`src/rtl/seqmul_tc.sv`:
```
module seqmul_tc #(
  parameter int W = 8,
  parameter bit LO_SIGN_COPY = 1'b0
) (
  input  logic         clk,
  input  logic         rst_n,
  input  logic         start,
  input  logic [W-1:0] mcand,
  input  logic [W-1:0] mplier,
  output logic         busy,
  output logic         done,
  output logic [W-1:0] prod_hi,
  output logic [W-1:0] prod_lo
);
  localparam int CW = $clog2(W);

  logic [W:0]    acc;
  logic [W-2:0]  lo_r;
  logic [W-1:0]  a_r;
  logic [W-1:0]  x_r;
  logic [CW-1:0] step;

  wire         last  = (step == CW'(W-1));
  wire [W:0]   a_ext = {a_r[W-1], a_r};
  wire [W:0]   sum   = acc + (x_r[0] ? a_ext : '0);
  wire [W:0]   fixed = x_r[0] ? (acc - a_ext) : acc;

  always_ff @(posedge clk or negedge rst_n) begin
    if (!rst_n) begin
      acc  <= '0;
      lo_r <= '0;
      a_r  <= '0;
      x_r  <= '0;
      step <= '0;
      busy <= 1'b0;
      done <= 1'b0;
    end else begin
      done <= 1'b0;
      if (!busy) begin
        if (start) begin
          a_r  <= mcand;
          x_r  <= mplier;
          acc  <= '0;
          lo_r <= '0;
          step <= '0;
          busy <= 1'b1;
        end
      end else if (!last) begin
        acc  <= {sum[W], sum[W:1]};
        lo_r <= {sum[0], lo_r[W-2:1]};
        x_r  <= x_r >> 1;
        step <= step + 1'b1;
      end else begin
        acc  <= fixed;
        busy <= 1'b0;
        done <= 1'b1;
      end
    end
  end

  assign prod_hi = acc[W-1:0];
  assign prod_lo = {(LO_SIGN_COPY ? acc[W-1] : 1'b0), lo_r};
endmodule

```
`config.mk`:
```
export PLATFORM = sky130hd
export DESIGN_NAME = seqmul_tc
export DESIGN_NICKNAME = d
export VERILOG_FILES = /design/src/rtl/seqmul_tc.sv
export SDC_FILE = /design/constraint.sdc
export NUM_CORES = 1
export LEC_CHECK = 0
export ABC_AREA = 1
export BUFFER_PORTS_ARGS = -buffer_cell sky130_fd_sc_hd__buf_2
export CAP_MARGIN = 0
export CELL_PAD_IN_SITES_DETAIL_PLACEMENT = 2
export CELL_PAD_IN_SITES_GLOBAL_PLACEMENT = 2
export CORE_ASPECT_RATIO = 1.2
export CORE_MARGIN = 5
export CORE_UTILIZATION = 30
export DETAILED_ROUTE_END_ITERATION = 8
export PLACE_DENSITY_LB_ADDON = 0.1
export SKIP_LAST_GASP = 1
export SYNTH_ARGS = -nofsm -noshare
export SYNTH_HDL_FRONTEND = slang
export SYNTH_SLANG_ARGS = --single-unit
```
`constraint.sdc`:
```
create_clock -name clk -period 1.7 [get_ports clk]
set_input_delay 0.17 -clock clk [delete_from_list [all_inputs] [get_ports clk]]
set_output_delay 0.17 -clock clk [all_outputs]
set_load 0.005 [all_outputs]
```
==> results.md <==
- Status: finished, violations left
- Failing checks: negative setup slack
- Fillers: 1,000
- Fmax: 539 MHz
- Gate Count Post-Synth: 347
- Gpl congestion: 0.726
- Placed cell count: 528
- Final Hold Fails: 0
- DRT iter0 DRCs: 52
- Non-filler instance count after layout: 547
- Unrepaired setup endpoints after global routing: true
- Crit-path cells: nand2_1 > inv_2 > ha_4 > inv_2 > fa_2 > inv_2 > nand2_4 > nand2_4 > and2_4 > nor2_2 > o211ai_1 > nand2_1
- P_leak: 1.95 nW
- Fin crit share: 109%
- Critical Path AT: 2050 ps
- Post-synthesis cell type count: 34
- Area growth syn-to-layout: 40.4%
- Post-Synth XOR/XNOR Area: 1.65%
- Die ar.: 0.0105 mm²
- I/O pin cnt: 37
- Total power divided by cell area: 2390 mW/mm²
- Sink Count: 37
- Slowest stage cell, crit path: dfrtp_1
- Type of the worst setup path: flop to flop
- Final clock skew: 12.6 ps
- Synth Area in Simple Gates: 28.3%
- Slew Limit Fails: 0
- Crit path required time: 1890 ps
- Worst setup margin: -155 ps
- Hpwl dp: 6530 µm
- Core Area: 0.00847 mm²
- Worst-case vdd ir drop: 0.727 mV
- Synth Area in Adders: 10.3%
- Warnings from Yosys: 0
- Worst-path clk slew: 90 ps
- Largest net degree at the start of global routing: 38
- Via/cell ratio: 4.68
- Pwr Total: 8.62 mW
- H-tree depth: 2
- CTS Buffer Depth: 2
- First-pass GRT wire length: 14,500 µm
- Die Ht: 111 µm
- Skew-Pair Late Insertion Delay: 300 ps
- Avg Cell Area, Syn: 7.41 µm²
- Vias in the first global route: 2,919
- GRT Overall Usage: 17.9%
- Setup-failing EPs final: 8
- Starting density of the core: 30.4%
- Clk root buf: clkbuf_8
- Complex-gate fraction of the synthesized area: 9.25%
- Setup TNS Final: -657 ps
- Antenna Violating Nets Remaining: 0
- Largest family of logic cells by synthesized area: simple AND/OR/NAND/NOR gates
- WP buf/inv: 3
- GRT overflow: 0
- Port Buf Inserts: 35
- Sequential-to-total area share from yosys stat: 36.0%
- Count of state elements after synthesis: 37
- Multiplexer share of the synthesized area: 0%
- Worst-path maximum fanout: 3
- Cell mode on critical path: inv_2
- Die width: 94.5 µm
- Top delay family on crit path: adder cells
- Startpoint class of the critical path: flop
- CTS tree: done
- Mapped Nets: 386
- Hold Path Class: primary input to flop
- Num CTS Buffers: 5
- Post-Syn Area: 0.00257 mm²
- Drt wl/cell: 16.6 µm
- Initial antenna violation count: 0
- Placed inst area: 0.00313 mm²
- Initial DRT Pass Iterations: 4
- Shortest period the worst path allows: 1860 ps
- Design area: 0.00361 mm²
- Layout cells sized above 1: 36.5%
- Critical path capture point type: flop
- Diode count: 0
- Max-Cap Viols: 0
- Drt total wl: 9090 µm
- Row count: 37
- Crit-path max cell delay: 380 ps
- Total number of vias: 2,559
- Drc violations: 0
- Final #Nets: 469
## layout by cell type (no fill, tap or decap), types with 2 or more instances in the layout
| master | synthesis | routed |
|---|---|---|
| nand2_1 | 111 | 101 |
| inv_1 | 59 | 54 |
| buf_4 | 11 | 48 |
| dfrtp_1 | 37 | 37 |
| buf_2 | 1 | 35 |
| nor2_1 | 18 | 16 |
| nand3_1 | 25 | 13 |
| nand3_2 | 0 | 12 |
| o21ai_0 | 12 | 10 |
| ha_4 | 0 | 10 |
| ha_1 | 18 | 8 |
| inv_2 | 2 | 7 |
| nand2_4 | 1 | 7 |
| o22ai_1 | 7 | 7 |
| a31oi_1 | 7 | 7 |
| clkbuf_8 | 0 | 6 |
| nand2_2 | 1 | 5 |
| buf_6 | 3 | 5 |
| inv_4 | 3 | 3 |
| a22o_1 | 3 | 3 |
| a21oi_1 | 6 | 3 |
| a21oi_2 | 0 | 3 |
| o21ai_1 | 1 | 3 |
| nor2_8 | 2 | 2 |
| and2_4 | 0 | 2 |
| xor2_1 | 2 | 2 |
| nand4_1 | 2 | 2 |
| nand3b_1 | 2 | 2 |
| fa_2 | 0 | 2 |
| buf_12 | 0 | 2 |
## repair_timing
action	CTS	global route
setup buffers	9	6
pin swaps	22	31
hold buffers	1	0
gates cloned	0	0
endpoints found under the hold margin	37	0
gates resized for setup	45	20
setup endpoints to repair	8	8
## power breakdown
part | switching [mW] | internal, mW
logic | 3.33 | 2.91
registers | 0.392 | 1.31
clock network | 0.361 | 0.323
## area by class of cell
cell class | instances | area (µm²) | share of cell area [%]
Sequential cell | 37 | 926 | 25.6
Inverter | 64 | 248 | 6.86
Timing Repair Buffer | 91 | 642 | 17.8
Tap cell | 117 | 146 | 4.06
Clock buffer | 7 | 86.3 | 2.39
Multi-Input combinational cell | 231 | 1560 | 43.3
## cell families after synthesis
| logic type | after synthesis |
|---|---|
| AO/OA/AOI/OAI | 39 |
| XOR/XNOR | 4 |
| adder cells (fa/ha/maj) | 20 |
| buffers and inverters | 79 |
| flip-flops | 37 |
| other | 1 |
| AND/OR/NAND/NOR | 167 |
## worst reg2reg max path: cells and delay by family, from the launching register on
| family | cells | cell delay, ps |
|---|---|---|
| buffers and inverters | 3 | 210 |
| AO/OA/AOI/OAI | 1 | 200 |
| adder cells (fa/ha/maj) | 2 | 500 |
| AND/OR/NAND/NOR | 6 | 470 |
| flip-flops | 1 | 380 |
## through the flow
step	hold slack [ps]	setup slack [ps]	utilization (%)
after floorplan	-126	-75.3	-
after global placement	164	-200	37.0
after detailed placement	163	-279	37.0
after CTS	73.5	-170	41.2
after global routing	81.8	-275	42.6
final	77.2	-155	42.6
## synth_stat cells
cell | number | area, µm²
nand2_1 | 111 | 417
inv_1 | 59 | 221
dfrtp_1 | 37 | 926
nand3_1 | 25 | 125
ha_1 | 18 | 225
nor2_1 | 18 | 67.6
o21ai_0 | 12 | 60.1
buf_4 | 11 | 82.6
a31oi_1 | 7 | 43.8
o22ai_1 | 7 | 43.8
a21oi_1 | 6 | 30.0
a22o_1 | 3 | 26.3
buf_6 | 3 | 33.8
inv_4 | 3 | 18.8
and2_1 | 2 | 12.5
fa_1 | 2 | 40.0
inv_2 | 2 | 7.51
nand3b_1 | 2 | 15.0
nand4_1 | 2 | 12.5
nor2_8 | 2 | 40.0
xor2_1 | 2 | 17.5
a22oi_2 | 1 | 12.5
buf_2 | 1 | 5.00
conb_1 | 1 | 3.75
nand2_2 | 1 | 6.26
nand2_4 | 1 | 11.3
nor3b_1 | 1 | 7.51
o211ai_1 | 1 | 7.51
o21ai_1 | 1 | 5.00
o21ai_2 | 1 | 8.76
or2_1 | 1 | 6.26
or2_2 | 1 | 6.26
xnor2_1 | 1 | 8.76
xnor2_2 | 1 | 16.3
## state kept, by name (all words and copies together) (netlist names)
register	flops
busy	1
a_r	8
x_r	8
step	3
acc	9
done	1
lo_r	7
## routing by layer
layer | track usage (%) | vias up | wire length, µm
met5 | 0 | - | 0
met4 | 6.16 | 0 | 254
met3 | 2.70 | 14 | 192
met2 | 35.8 | 38 | 5260
met1 | 18.2 | 1270 | 3390
li1 | - | 1237 | -
## path summary, 6_finish.rpt
path,startpoint,endpoint,slack [ps],cells past startpoint
min in group asynchronous,rst_n,acc[6]$_DFFE_PN0P_,360,3
max in group asynchronous,rst_n,acc[1]$_DFFE_PN0P_,1110,3
hold / removal,mcand[3],a_r[3]$_DFFE_PN0P_,80,3
setup / recovery,x_r[0]$_DFFE_PN0P_,acc[3]$_DFFE_PN0P_,-160,12
setup reg to reg,x_r[0]$_DFFE_PN0P_,acc[3]$_DFFE_PN0P_,-160,12
hold reg to reg,lo_r[0]$_DFFE_PN0P_,lo_r[0]$_DFFE_PN0P_,490,2
Power figures use the tool's default switching activity.
